--- src/rtl/sdr_init_pkg.sv ---
package sdr_init_pkg;

  typedef enum logic [1:0] {
    CMD_NOP  = 2'b00,
    CMD_PRE  = 2'b01,
    CMD_AREF = 2'b10,
    CMD_LMR  = 2'b11
  } init_cmd_e;

  typedef enum logic [1:0] {
    CYC_IDLE = 2'b00,
    CYC_CMD  = 2'b01,
    CYC_DATA = 2'b10,
    CYC_REF  = 2'b11
  } cyc_kind_e;

  typedef enum logic [2:0] {
    ST_WAIT = 3'd0,
    ST_PRE  = 3'd1,
    ST_AREF = 3'd2,
    ST_LMR  = 3'd3,
    ST_DONE = 3'd4
  } init_step_e;

  localparam int MODE_W = 12;

endpackage

--- src/rtl/sdr_init_sync.sv ---
module sdr_init_sync #(
  parameter int STAGES = 2
) (
  input  logic clk,
  input  logic rst_n,
  input  logic en_async,
  output logic rst_n_int,
  output logic en_sync
);

  logic [STAGES-1:0] rst_pipe;
  logic [STAGES-1:0] en_pipe;

  // reset: asserted at once, released after STAGES clean edges
  always_ff @(posedge clk or negedge rst_n) begin
    if (!rst_n) rst_pipe <= '0;
    else        rst_pipe <= {rst_pipe[STAGES-2:0], 1'b1};
  end

  assign rst_n_int = rst_pipe[STAGES-1];

  always_ff @(posedge clk or negedge rst_n_int) begin
    if (!rst_n_int) en_pipe <= '0;
    else            en_pipe <= {en_pipe[STAGES-2:0], en_async};
  end

  assign en_sync = en_pipe[STAGES-1];

endmodule

--- src/rtl/sdr_init_mode.sv ---
module sdr_init_mode
  import sdr_init_pkg::*;
#(
  parameter int CAS_LAT       = 2,
  parameter int BURST_LEN     = 4,
  parameter bit BURST_ILEAVE  = 1'b0,
  parameter bit WRITE_SINGLE  = 1'b0
) (
  output logic [MODE_W-1:0] mode_word
);

  function automatic logic [2:0] bl_code(input int len);
    case (len)
      1:       bl_code = 3'b000;
      2:       bl_code = 3'b001;
      4:       bl_code = 3'b010;
      8:       bl_code = 3'b011;
      default: bl_code = 3'b111;
    endcase
  endfunction

  localparam logic [2:0] BL_F  = bl_code(BURST_LEN);
  localparam logic [2:0] CL_F  = 3'(CAS_LAT);

  assign mode_word = {2'b00, WRITE_SINGLE, 2'b00, CL_F, BURST_ILEAVE, BL_F};

endmodule

--- src/rtl/sdr_init_fsm.sv ---
module sdr_init_fsm
  import sdr_init_pkg::*;
#(
  parameter int NUM_AUTOREF = 2
) (
  input  logic       clk,
  input  logic       rst_n,
  input  logic       en_sync,
  input  logic [1:0] cyc_type,
  output logic [1:0] cmd_code,
  output logic       cmd_req,
  output logic       setup_done
);

  localparam int CNT_W = $clog2(NUM_AUTOREF + 1);

  init_step_e st, st_nxt;
  logic [CNT_W-1:0] aref_cnt, aref_cnt_nxt;
  logic served, served_nxt;
  logic step_end;

  assign step_end = served && (cyc_type == CYC_IDLE);

  always_comb begin
    st_nxt       = st;
    aref_cnt_nxt = aref_cnt;
    served_nxt   = served;
    case (st)
      ST_WAIT: begin
        served_nxt = 1'b0;
        if (en_sync) st_nxt = ST_PRE;
      end
      ST_PRE, ST_AREF, ST_LMR: begin
        if (cyc_type == CYC_CMD) served_nxt = 1'b1;
        if (step_end) begin
          served_nxt = 1'b0;
          case (st)
            ST_PRE: begin
              st_nxt       = ST_AREF;
              aref_cnt_nxt = CNT_W'(1);
            end
            ST_AREF: begin
              if (aref_cnt == CNT_W'(NUM_AUTOREF)) st_nxt = ST_LMR;
              else aref_cnt_nxt = aref_cnt + CNT_W'(1);
            end
            default: st_nxt = ST_DONE;
          endcase
        end
      end
      default: st_nxt = ST_DONE;
    endcase
  end

  always_ff @(posedge clk or negedge rst_n) begin
    if (!rst_n) begin
      st       <= ST_WAIT;
      aref_cnt <= '0;
      served   <= 1'b0;
    end else begin
      st       <= st_nxt;
      aref_cnt <= aref_cnt_nxt;
      served   <= served_nxt;
    end
  end

  always_comb begin
    case (st)
      ST_PRE:  cmd_code = CMD_PRE;
      ST_AREF: cmd_code = CMD_AREF;
      ST_LMR:  cmd_code = CMD_LMR;
      default: cmd_code = CMD_NOP;
    endcase
  end

  assign cmd_req    = (st == ST_PRE) || (st == ST_AREF) || (st == ST_LMR);
  assign setup_done = (st == ST_DONE);


  req_hold_chk: assert property (@(posedge clk) disable iff (!rst_n)
    (cmd_req && !step_end) |=> (cmd_req && $stable(cmd_code)));


  done_sticky_chk: assert property (@(posedge clk) disable iff (!rst_n)
    setup_done |=> setup_done);


  done_quiet_chk: assert property (@(posedge clk) disable iff (!rst_n)
    setup_done |-> (!cmd_req && cmd_code == CMD_NOP));

endmodule

--- src/rtl/sdr_init_seq.sv ---
module sdr_init_seq
  import sdr_init_pkg::*;
#(
  parameter int NUM_AUTOREF  = 2,
  parameter int SYNC_STAGES  = 2,
  parameter int CAS_LAT      = 2,
  parameter int BURST_LEN    = 4,
  parameter bit BURST_ILEAVE = 1'b0,
  parameter bit WRITE_SINGLE = 1'b0
) (
  input  logic              clk,
  input  logic              rst_n,
  input  logic              init_en_async,
  input  logic [1:0]        cyc_type,
  output logic [1:0]        cmd_code,
  output logic              cmd_req,
  output logic [MODE_W-1:0] mode_word,
  output logic              setup_done
);

  logic rst_n_int;
  logic en_sync;

  sdr_init_sync #(.STAGES(SYNC_STAGES)) u_sync (
    .clk       (clk),
    .rst_n     (rst_n),
    .en_async  (init_en_async),
    .rst_n_int (rst_n_int),
    .en_sync   (en_sync)
  );

  sdr_init_fsm #(.NUM_AUTOREF(NUM_AUTOREF)) u_fsm (
    .clk        (clk),
    .rst_n      (rst_n_int),
    .en_sync    (en_sync),
    .cyc_type   (cyc_type),
    .cmd_code   (cmd_code),
    .cmd_req    (cmd_req),
    .setup_done (setup_done)
  );

  sdr_init_mode #(
    .CAS_LAT      (CAS_LAT),
    .BURST_LEN    (BURST_LEN),
    .BURST_ILEAVE (BURST_ILEAVE),
    .WRITE_SINGLE (WRITE_SINGLE)
  ) u_mode (
    .mode_word (mode_word)
  );


  start_on_en_chk: assert property (@(posedge clk) disable iff (!rst_n_int)
    $rose(cmd_req) |-> $past(en_sync));


  start_pre_chk: assert property (@(posedge clk) disable iff (!rst_n_int)
    $rose(cmd_req) |-> (cmd_code == CMD_PRE));


  mode_rsvd_chk: assert property (@(posedge clk) disable iff (!rst_n)
    (mode_word[11:10] == 2'b00) && (mode_word[8:7] == 2'b00));

endmodule

--- config.mk ---
export PLATFORM = sky130hd
export DESIGN_NAME = sdr_init_seq
export DESIGN_NICKNAME = d
export VERILOG_FILES = /design/src/rtl/sdr_init_pkg.sv /design/src/rtl/sdr_init_sync.sv /design/src/rtl/sdr_init_mode.sv /design/src/rtl/sdr_init_fsm.sv /design/src/rtl/sdr_init_seq.sv
export SDC_FILE = /design/constraint.sdc
export NUM_CORES = 1
export LEC_CHECK = 0
export ABC_AREA = 1
export BUFFER_PORTS_ARGS = -buffer_cell sky130_fd_sc_hd__buf_2
export CORE_MARGIN = 2
export CORE_UTILIZATION = 35
export CTS_BUF_LIST = sky130_fd_sc_hd__clkbuf_4 sky130_fd_sc_hd__clkbuf_8
export DETAILED_ROUTE_END_ITERATION = 16
export SLEW_MARGIN = 30
export SYNTH_ARGS = -nofsm -noshare
export SYNTH_HDL_FRONTEND = slang
export SYNTH_SLANG_ARGS = --single-unit
--- constraint.sdc ---
create_clock -name clk -period 1.1 [get_ports clk]
set_clock_uncertainty 0.1 [all_clocks]
set_input_delay 0.055 -clock clk [delete_from_list [all_inputs] [get_ports clk]]
set_output_delay 0.055 -clock clk [all_outputs]
set_load 0.01 [all_outputs]
# Yosys cells after proc, flatten, opt, wreduce, memory -nomap -nowiden
# Index checks and enable logic that the tools add are counted.
classes:
  n_addsub: 1
  n_eq_ne: 11
  muxes: 11
  n_reduce_logical: 11
op_table:
  columns: ["cell", "n"]
  rows:
  - ["$pmux W3 S2", 2]
  - ["$mux W3", 3]
  - ["$eq A3 B2 Y1 const B", 2]
  - ["$pmux W2 S3", 1]
  - ["$ne A2 B2 Y1 const B", 2]
  - ["$pmux W2 S2", 1]
  - ["$reduce_and A4 Y1", 1]
  - ["$reduce_bool A2 Y1", 2]
  - ["$eq A3 B1 Y1 const B", 1]
  - ["$eq A3 B3 Y1 const B", 1]
  - ["$logic_not A3 Y1", 1]
  - ["$ne A3 B1 Y1 const B", 1]
  - ["$ne A3 B2 Y1 const B", 1]
  - ["$reduce_and A3 Y1", 1]
  - ["$reduce_or A3 Y1", 1]
  - ["$add A2 B1 Y2 const B", 1]
  - ["$eq A2 B1 Y1 const B", 1]
  - ["$eq A2 B2 Y1 const B", 1]
  - ["$logic_not A2 Y1", 1]
  - ["$logic_or A1 B1 Y1", 2]
  - ["$mux W1", 2]
  - ["$mux W2", 1]
  - ["$ne A2 B1 Y1 const B", 1]
  - ["$pmux W1 S2", 1]
  - ["other kinds (2)", 2]
totals:
  register_bits: 10
  output_inout_bits: 16
  elab_cells: 39

# Logic depth before layout (Yosys ltp)
# Gate-level depths: netlist of run 1.
depth:
  word_depth: 5
  depth_mapped: 8

# Hierarchy
# From an unflattened synthesis of run 1, not the netlist that was laid out.
unflattened:
  cells_unflattened: 72
  hier_area_um2: 600.6
by_module_without_submodules:
  columns: ["module", "instances", "cells_per_inst", "area_per_inst_um2"]
  rows:
  - ["sdr_init_fsm", 1, 53, 399.1]
  - ["sdr_init_sync", 1, 5, 103.8]
  - ["sdr_init_mode", 1, 14, 97.6]

# Worst setup path after synthesis of run 1
# Ideal clock, no wire load.
synth_timing:
  path_kind: "reg-to-reg"
  from: "register u_fsm.aref_cnt[0]"
  to: "register u_fsm.aref_cnt[0]"
  setup_ns: 0.116
  arrival_time_ns: 0.955
  required_ns: 0.884
  setup_slack_ns: -0.071
  stages_incl_launch_ff: 9
  period_less_slack_ns: 1.171
  cell_sequence: "dfrtp_1 > inv_1 > ha_1 > inv_1 > nand3_4 > nand2_2 > nand2_2 > nand2_1 > nand2_1"
synth_via:
  elab_chain_len: 3
synth_lines:
  columns: ["element", "line", "rtl"]
  rows:
  - ["start: declaration", "sdr_init_fsm.sv:18", "logic [CNT_W-1:0] aref_cnt, aref_cnt_nxt;"]
  - ["start signal: assignment", "sdr_init_fsm.sv:61", "aref_cnt <= aref_cnt_nxt;"]
  - ["$add A2 B1 Y2 or $eq A2 B2 Y1 (tied branches)", "sdr_init_fsm.sv:44, sdr_init_fsm.sv:43", null]
  - ["$mux W2 or $ne A2 B2 Y1 (tied branches)", null, null]
  - ["$pmux W2 S2 or $reduce_and A4 Y1 (tied branches)", null, null]
# Several ways; a longest one is shown, not always the timed one. The select of a mux whose other input is x is not followed.
# A chain may end at the register's enable or synchronous reset.

# Worst setup path in the final report of run 1
layout_timing:
  from: "register u_fsm.st[0]"
  to: "output cmd_code[1]"
layout_via:
  elab_chain_len: 2
layout_lines:
  columns: ["element", "line", "rtl"]
  rows:
  - ["start: declaration", "sdr_init_fsm.sv:17", "init_step_e st, st_nxt;"]
  - ["start signal: assignment", "sdr_init_fsm.sv:60", "st <= st_nxt;"]
  - ["$eq A3 B2 Y1 or $eq A3 B1 Y1 (tied branches)", "sdr_init_fsm.sv:67", "case (st)"]
  - ["$pmux W2 S3 (*)", "sdr_init_fsm.sv:67", null]
  - ["end: declaration", "sdr_init_seq.sv:15", "output logic [1:0] cmd_code,"]
# Every way passes the cells marked *; elsewhere a longest branch is shown, timed or not.

==> results of run 1 <==
[where the power goes]
| part | switching (mW) | total, mW | internal [mW] |
|---|---|---|---|
| Sequential | 0.134 | 0.606 | 0.472 |
| Clock | 0.123 | 0.324 | 0.201 |
| Combinational | 0.687 | 1.48 | 0.790 |
| Total | 0.944 | 2.41 | 1.46 |
[cell type report]
type	instances	area (um^2)	area share (%)
inverters	5	21.3	2.43
repair buffers	26	215	24.6
flip-flops and latches	10	254	29.0
multi-input cells	52	327	37.3
well taps	17	21.3	2.43
clock buffers	4	36.3	4.15
[synth_stat cells]
cell type  count  share of area [%]
nand3_2        2                3.3
nand3_4        1                2.9
inv_2          1               0.62
buf_6          1                1.8
a21oi_1        1               0.82
buf_4         12                 15
nor2_4         2                3.7
conb_1         2                1.2
inv_1          4                2.5
nand2_2        3                3.1
dfrtp_1       10                 41
nand2_1       15                9.2
nand4_1        2                2.1
a2bb2oi_1      1                1.4
nor2_1         4                2.5
nor3_1         1               0.82
nor2_2         1                1.0
nand2_4        1                1.8
nand3_1        4                3.3
ha_1           1                2.1
[logic make-up (layout without fill, tap and decap cells)]
logic type | count (synthesis) | after routing | share of synthesized area [%]
and+or+nand+nor | 36 | 36 | 33.7
buffers and inverters | 18 | 35 | 19.7
DFF | 10 | 10 | 41.1
other | 2 | 13 | 1.23
AOI/OAI and AO/OA | 2 | 2 | 2.26
adders and majority gates | 1 | 1 | 2.05
[stage by stage]
step | instances | setup TNS, ps | hold WS, ps | power (mW) | util (%)
6_report | 114 | -1280 | 30.1 | 2.41 | 51.8
4_1_cts | 114 | -1370 | 41.5 | 2.32 | 50.5
3_3_place_gp | 99 | -346 | -259 | 1.58 | 39.6
3_5_place_dp | 99 | -511 | -257 | 1.58 | 39.6
5_1_grt | 114 | -1850 | 43.2 | 2.59 | 51.8
2_1_floorplan | 80 | -134 | -341 | 1.28 | -
[metal layers]
| layer | share of wire, % | GRT usage, % |
|---|---|---|
| met4 | 0.50 | 5.14 |
| met2 | 54 | 20.0 |
| met1 | 41 | 11.6 |
| met5 | 0 | 0 |
| met3 | 5.1 | 3.57 |
[worst reg2reg max path: cells and delay by family (launching register included)]
family / cells / cell delay (ps)
and+or+nand+nor: 6 / 480
buffers and inverters: 1 / 110
DFF: 1 / 450
[worst min path at each step]
stage / start / endpoint / slack (ps) / depth (start not counted)
floorplan: rst_n / u_sync.rst_pipe[0]$_DFF_PN0_ / -340 / 0
CTS: u_sync.rst_pipe[1]$_DFF_PN0_ / u_fsm.aref_cnt[1]$_DFFE_PN0P_ / 40 / 0
global placement: rst_n / u_sync.rst_pipe[0]$_DFF_PN0_ / -260 / 1
global route: cyc_type[0] / u_fsm.served$_DFFE_PN0P_ / 40 / 4
finish: u_sync.rst_pipe[1]$_DFF_PN0_ / u_sync.en_pipe[1]$_DFF_PN0_ / 30 / 0
detailed placement: rst_n / u_sync.rst_pipe[0]$_DFF_PN0_ / -260 / 1
[state kept, by name, summed over array words and instances, names as in the netlist]
| register | cells |
|---|---|
| u_sync.en_pipe | 2 |
| u_fsm.aref_cnt | 2 |
| u_fsm.served | 1 |
| u_sync.rst_pipe | 2 |
| u_fsm.st | 3 |
[timing repair]
item | CTS | global route
gates cloned | 0 | 0
endpoints found under the hold margin | 4 | 0
endpoints found under the setup margin | 10 | 10
gates resized for setup | 13 | 5
pin swaps | 7 | 3
setup buffers | 7 | 0
hold buffers | 4 | 0
==> results_dict.tcl, run 1 <==
set metrics [dict create \
    finalWorstSetupSlack_ps -171 \
    r2r_cells 7 \
    pre_cts_ws_ps -117 \
    leakagePower_nw 0.449 \
    drt_iter0_markers 1 \
    crit_start "u_fsm.st[0]$_DFFE_PN0P_" \
    ioPinCount 21 \
    grt_use_total_pct 11.1 \
    die_area_um2 2090 \
    cts_max_level 1 \
    clock-sinks 10 \
    clock_latency_ps 260 \
    clockRootBuffer "clkbuf_4" \
    overflow 0 \
    period_needed_ps 1270 \
    cts_inserted_buffers 3 \
    synth-seq-cells 10 \
    grt_pass1_wl_um 1620 \
    drc 0 \
    finalSetupViolations 9 \
    cp_cell_sequence "buf_6 -> nand3_4 -> nand2_2 -> buf_6" \
    dieWidth_um 45.7 \
    cp.depth 4 \
    cts_tree "yes" \
    vias_per_cell 4.29 \
    clock.fmax_ghz 0.787 \
    fin_nets 104 \
    dp_hpwl_um 733 \
    grt_pass1_vias 435 \
    finalCritPeriodShare_pct 116 \
    postSynthAreaPerCell_um2 8.83 \
    cts.clk_slew.worst_paths_ps 70 \
    setup.worst_path.end "cmd_code[1]" \
    violations "negative setup slack" \
    slew_viol_final 0 \
    crit_buf_inv 2 \
    r2r_slack_ps -150 \
    gp_congestion 0.742 \
    clock_path_buffers 2 \
    fillers 156 \
    routed_wl_um 994 \
    r2r_start "u_fsm.st[2]$_DFFE_PN0P_" \
    antenna_left 0 \
    hold_violations 0 \
    placed_area_um2 668 \
    core_area_um2 1690 \
    syn_to_final_growth_pct 43.5 \
    hold_class "flop to async pin" \
    ir_drop_mv 1.22 \
    drt_first_pass_iters 3 \
    fin_area_um2 875 \
    grt_max_degree 9 \
    routedWlPerCell_um 8.72 \
    slowest_stage "dfrtp_2" \
    critPathRequiredTime_ps 940 \
    antenna_found_initial 0 \
    diodes 0 \
    synth_warnings 0 \
    synth_area_um2 609 \
    layout_commonest_cell "conb_1" \
    cp_data_arrival_time_ps 1120 \
    numPortBuffers 8 \
    synth_cell_types 20 \
    crit_family "flip-flops" \
    vias 489 \
    grt_setup_unrepaired "true" \
    crit_fanout 4 \
    crit_path_frequent_cell "buf_6" \
    path_class "flop to output pin" \
    max_stage_delay_ps 450 \
    num_rows 15 \
    yosysSeqAreaShare_pct 41.1 \
    power.density_nw_per_um2 2750 \
    critPathCaptureType "output pin" \
    final_cell_mix "13 x conb_1, 12 x nand2_1, 11 x buf_4" \
    timing.rr.end "u_fsm.aref_cnt[0]$_DFFE_PN0P_" \
    postSynthCellCount 69 \
    drv_cap 0 \
    drive_above_1_share_pct 50.5 \
    start_util_pct 36.1 \
    die_h_um 45.7 \
    status "complete, but fails checks" \
    worstSetupStartpointType "flop" \
]
No activity file was read; power rests on OpenSTA's default activity.
==> run 2, diff against run 1 <==
--- a/config.mk
+++ b/config.mk
@@ -11,6 +11,7 @@
 export CORE_UTILIZATION = 35
 export CTS_BUF_LIST = sky130_fd_sc_hd__clkbuf_4 sky130_fd_sc_hd__clkbuf_8
 export DETAILED_ROUTE_END_ITERATION = 16
+export REMOVE_ABC_BUFFERS = 1
 export SLEW_MARGIN = 30
 export SYNTH_ARGS = -nofsm -noshare
 export SYNTH_HDL_FRONTEND = slang
==> run 2 against run 1 <==
  * Sequential share of layout area grew 0.45 points
  * Cell count stayed put
  * Critical endpoint is now cmd_code[0]
  * Critical path depth unchanged
  * Register-to-register slack about the same
  * Largest cell class unchanged
  * Wire length rose by 3.3%
  * The run still ends with negative setup slack left
==> results_dict.tcl, run 2 (synthesis gave the netlist of run 1 again) <==
set metrics [dict create \
    status "complete, but fails checks" \
    violations "negative setup slack" \
    final_cell_mix "13 x nand2_1, 13 x conb_1, 9 x buf_4" \
    finalSetupTns_ps -1270 \
    crit_buf_inv 2 \
    cts_tree "yes" \
    crit_family "flip-flops" \
    clockRootBuffer "clkbuf_4" \
    grt_setup_unrepaired "true" \
    worstSetupStartpointType "flop" \
    antenna_left 0 \
    pre_cts_ws_ps -147 \
    diodes 0 \
    routed_wl_um 1030 \
    hold_violations 0 \
    crit_fanout 5 \
    path_class "flop to output pin" \
    cts_inserted_buffers 3 \
    drt_first_pass_iters 2 \
    drv_cap 0 \
    cts.clk_slew.worst_paths_ps 60 \
    critPathRequiredTime_ps 940 \
    fin_nets 104 \
    routedWlPerCell_um 9.01 \
    core_area_um2 1690 \
    drt_iter0_markers 5 \
    num_rows 15 \
    dp_hpwl_um 715 \
    placed_area_um2 663 \
    slew_viol_final 0 \
    place_inst 99 \
    largest_reg_flops 3 \
    final_core_util_pct 50.7 \
    slowest_stage "dfrtp_2" \
    critPathCaptureType "output pin" \
    power_mw 2.28 \
    antenna_found_initial 0 \
    cp_data_arrival_time_ps 1130 \
    top_register "u_fsm.st" \
    gp_congestion 0.720 \
    syn_to_final_growth_pct 40.7 \
    grt_pass1_wl_um 1610 \
    cts_max_level 1 \
    numPortBuffers 8 \
    drive_above_1_share_pct 47.4 \
    vias_per_cell 4.29 \
    vias 489 \
    die_area_um2 2090 \
    hold_class "flop to async pin" \
    die_h_um 45.7 \
    grt_use_total_pct 10.9 \
    drc 0 \
    clock.fmax_ghz 0.779 \
    finalCritPeriodShare_pct 117 \
    r2r_start "u_fsm.st[0]$_DFFE_PN0P_" \
    finalSetupViolations 10 \
    ioPinCount 21 \
    power.density_nw_per_um2 2660 \
    max_stage_delay_ps 460 \
    grt_pass1_vias 438 \
    cp.depth 4 \
    start_util_pct 36.1 \
    r2r_slack_ps -160 \
    ir_drop_mv 1.16 \
    overflow 0 \
    grt_max_degree 9 \
    whs_ps 20.8 \
    final_cells 114 \
    fin_area_um2 857 \
    clock-sinks 10 \
    dieWidth_um 45.7 \
    clock_latency_ps 250 \
    timing.rr.end "u_fsm.aref_cnt[1]$_DFFE_PN0P_" \
    period_needed_ps 1280 \
    r2r_cells 7 \
    cp_cell_sequence "buf_6 -> nand3_2 -> nand2_1 -> buf_2" \
    clock_path_buffers 2 \
    leakagePower_nw 0.457 \
    finalWorstSetupSlack_ps -183 \
]
## run 2: cell counts in the layout (fill, tap and decap cells not counted)
Identical to the previous run, type by type.
## run 2: area by class of cell
type / count / area (um^2)
Inverter: 5 / 18.8
Clock buffer: 4 / 36.3
Fill cell: 164 / 832
Timing Repair Buffer: 26 / 210
Multi-Input combinational cell: 52 / 318
Sequential cell: 10 / 253
Tap cell: 17 / 21.3
## run 2: repair_timing
| action | CTS | global route |
|---|---|---|
| hold endpoints to repair | 4 | 0 |
| hold buffers | 4 | 0 |
| pin swaps | 6 | 1 |
| setup buffers | 7 | 1 |
| resized for setup | 15 | 2 |
| setup endpoints to repair | 10 | 10 |
## run 2: worst max-delay path by stage
stage	from	to
global route	u_fsm.st[2]$_DFFE_PN0P_	cmd_code[1]
finish	u_fsm.st[0]$_DFFE_PN0P_	cmd_code[0]
global placement	u_fsm.aref_cnt[0]$_DFFE_PN0P_	u_fsm.aref_cnt[1]$_DFFE_PN0P_
CTS	u_fsm.st[0]$_DFFE_PN0P_	cmd_code[0]
detailed placement	u_fsm.aref_cnt[0]$_DFFE_PN0P_	u_fsm.aref_cnt[1]$_DFFE_PN0P_
floorplan	u_fsm.aref_cnt[0]$_DFFE_PN0P_	u_fsm.aref_cnt[0]$_DFFE_PN0P_
## run 2: layer usage
metal  GRT usage (%)  vias to the layer above  part of all wire, %
met5               0                        -                    0
met4            8.57                        0                  1.2
met3            1.19                        2                  3.0
met2            18.3                       12                   54
met1            12.5                      227                   42
li1                -                      248                    -
## run 2: worst reg2reg max path, cell delays in order (launching register included)
cell and delay, ps:
dfrtp_2 460, nor2_4 140, buf_6 120, nand3_4 80
nand2_2 100, nand2_2 60, nand2_1 50, nand2_1 50
## run 2: power by group
group          internal, mW  leakage [nW]  total [mW]  switching (mW)
combinational         0.700         0.314        1.37           0.665
clock                 0.200        0.0210       0.313           0.112
sequential            0.470         0.122       0.600           0.130
total                  1.37         0.457        2.28           0.908
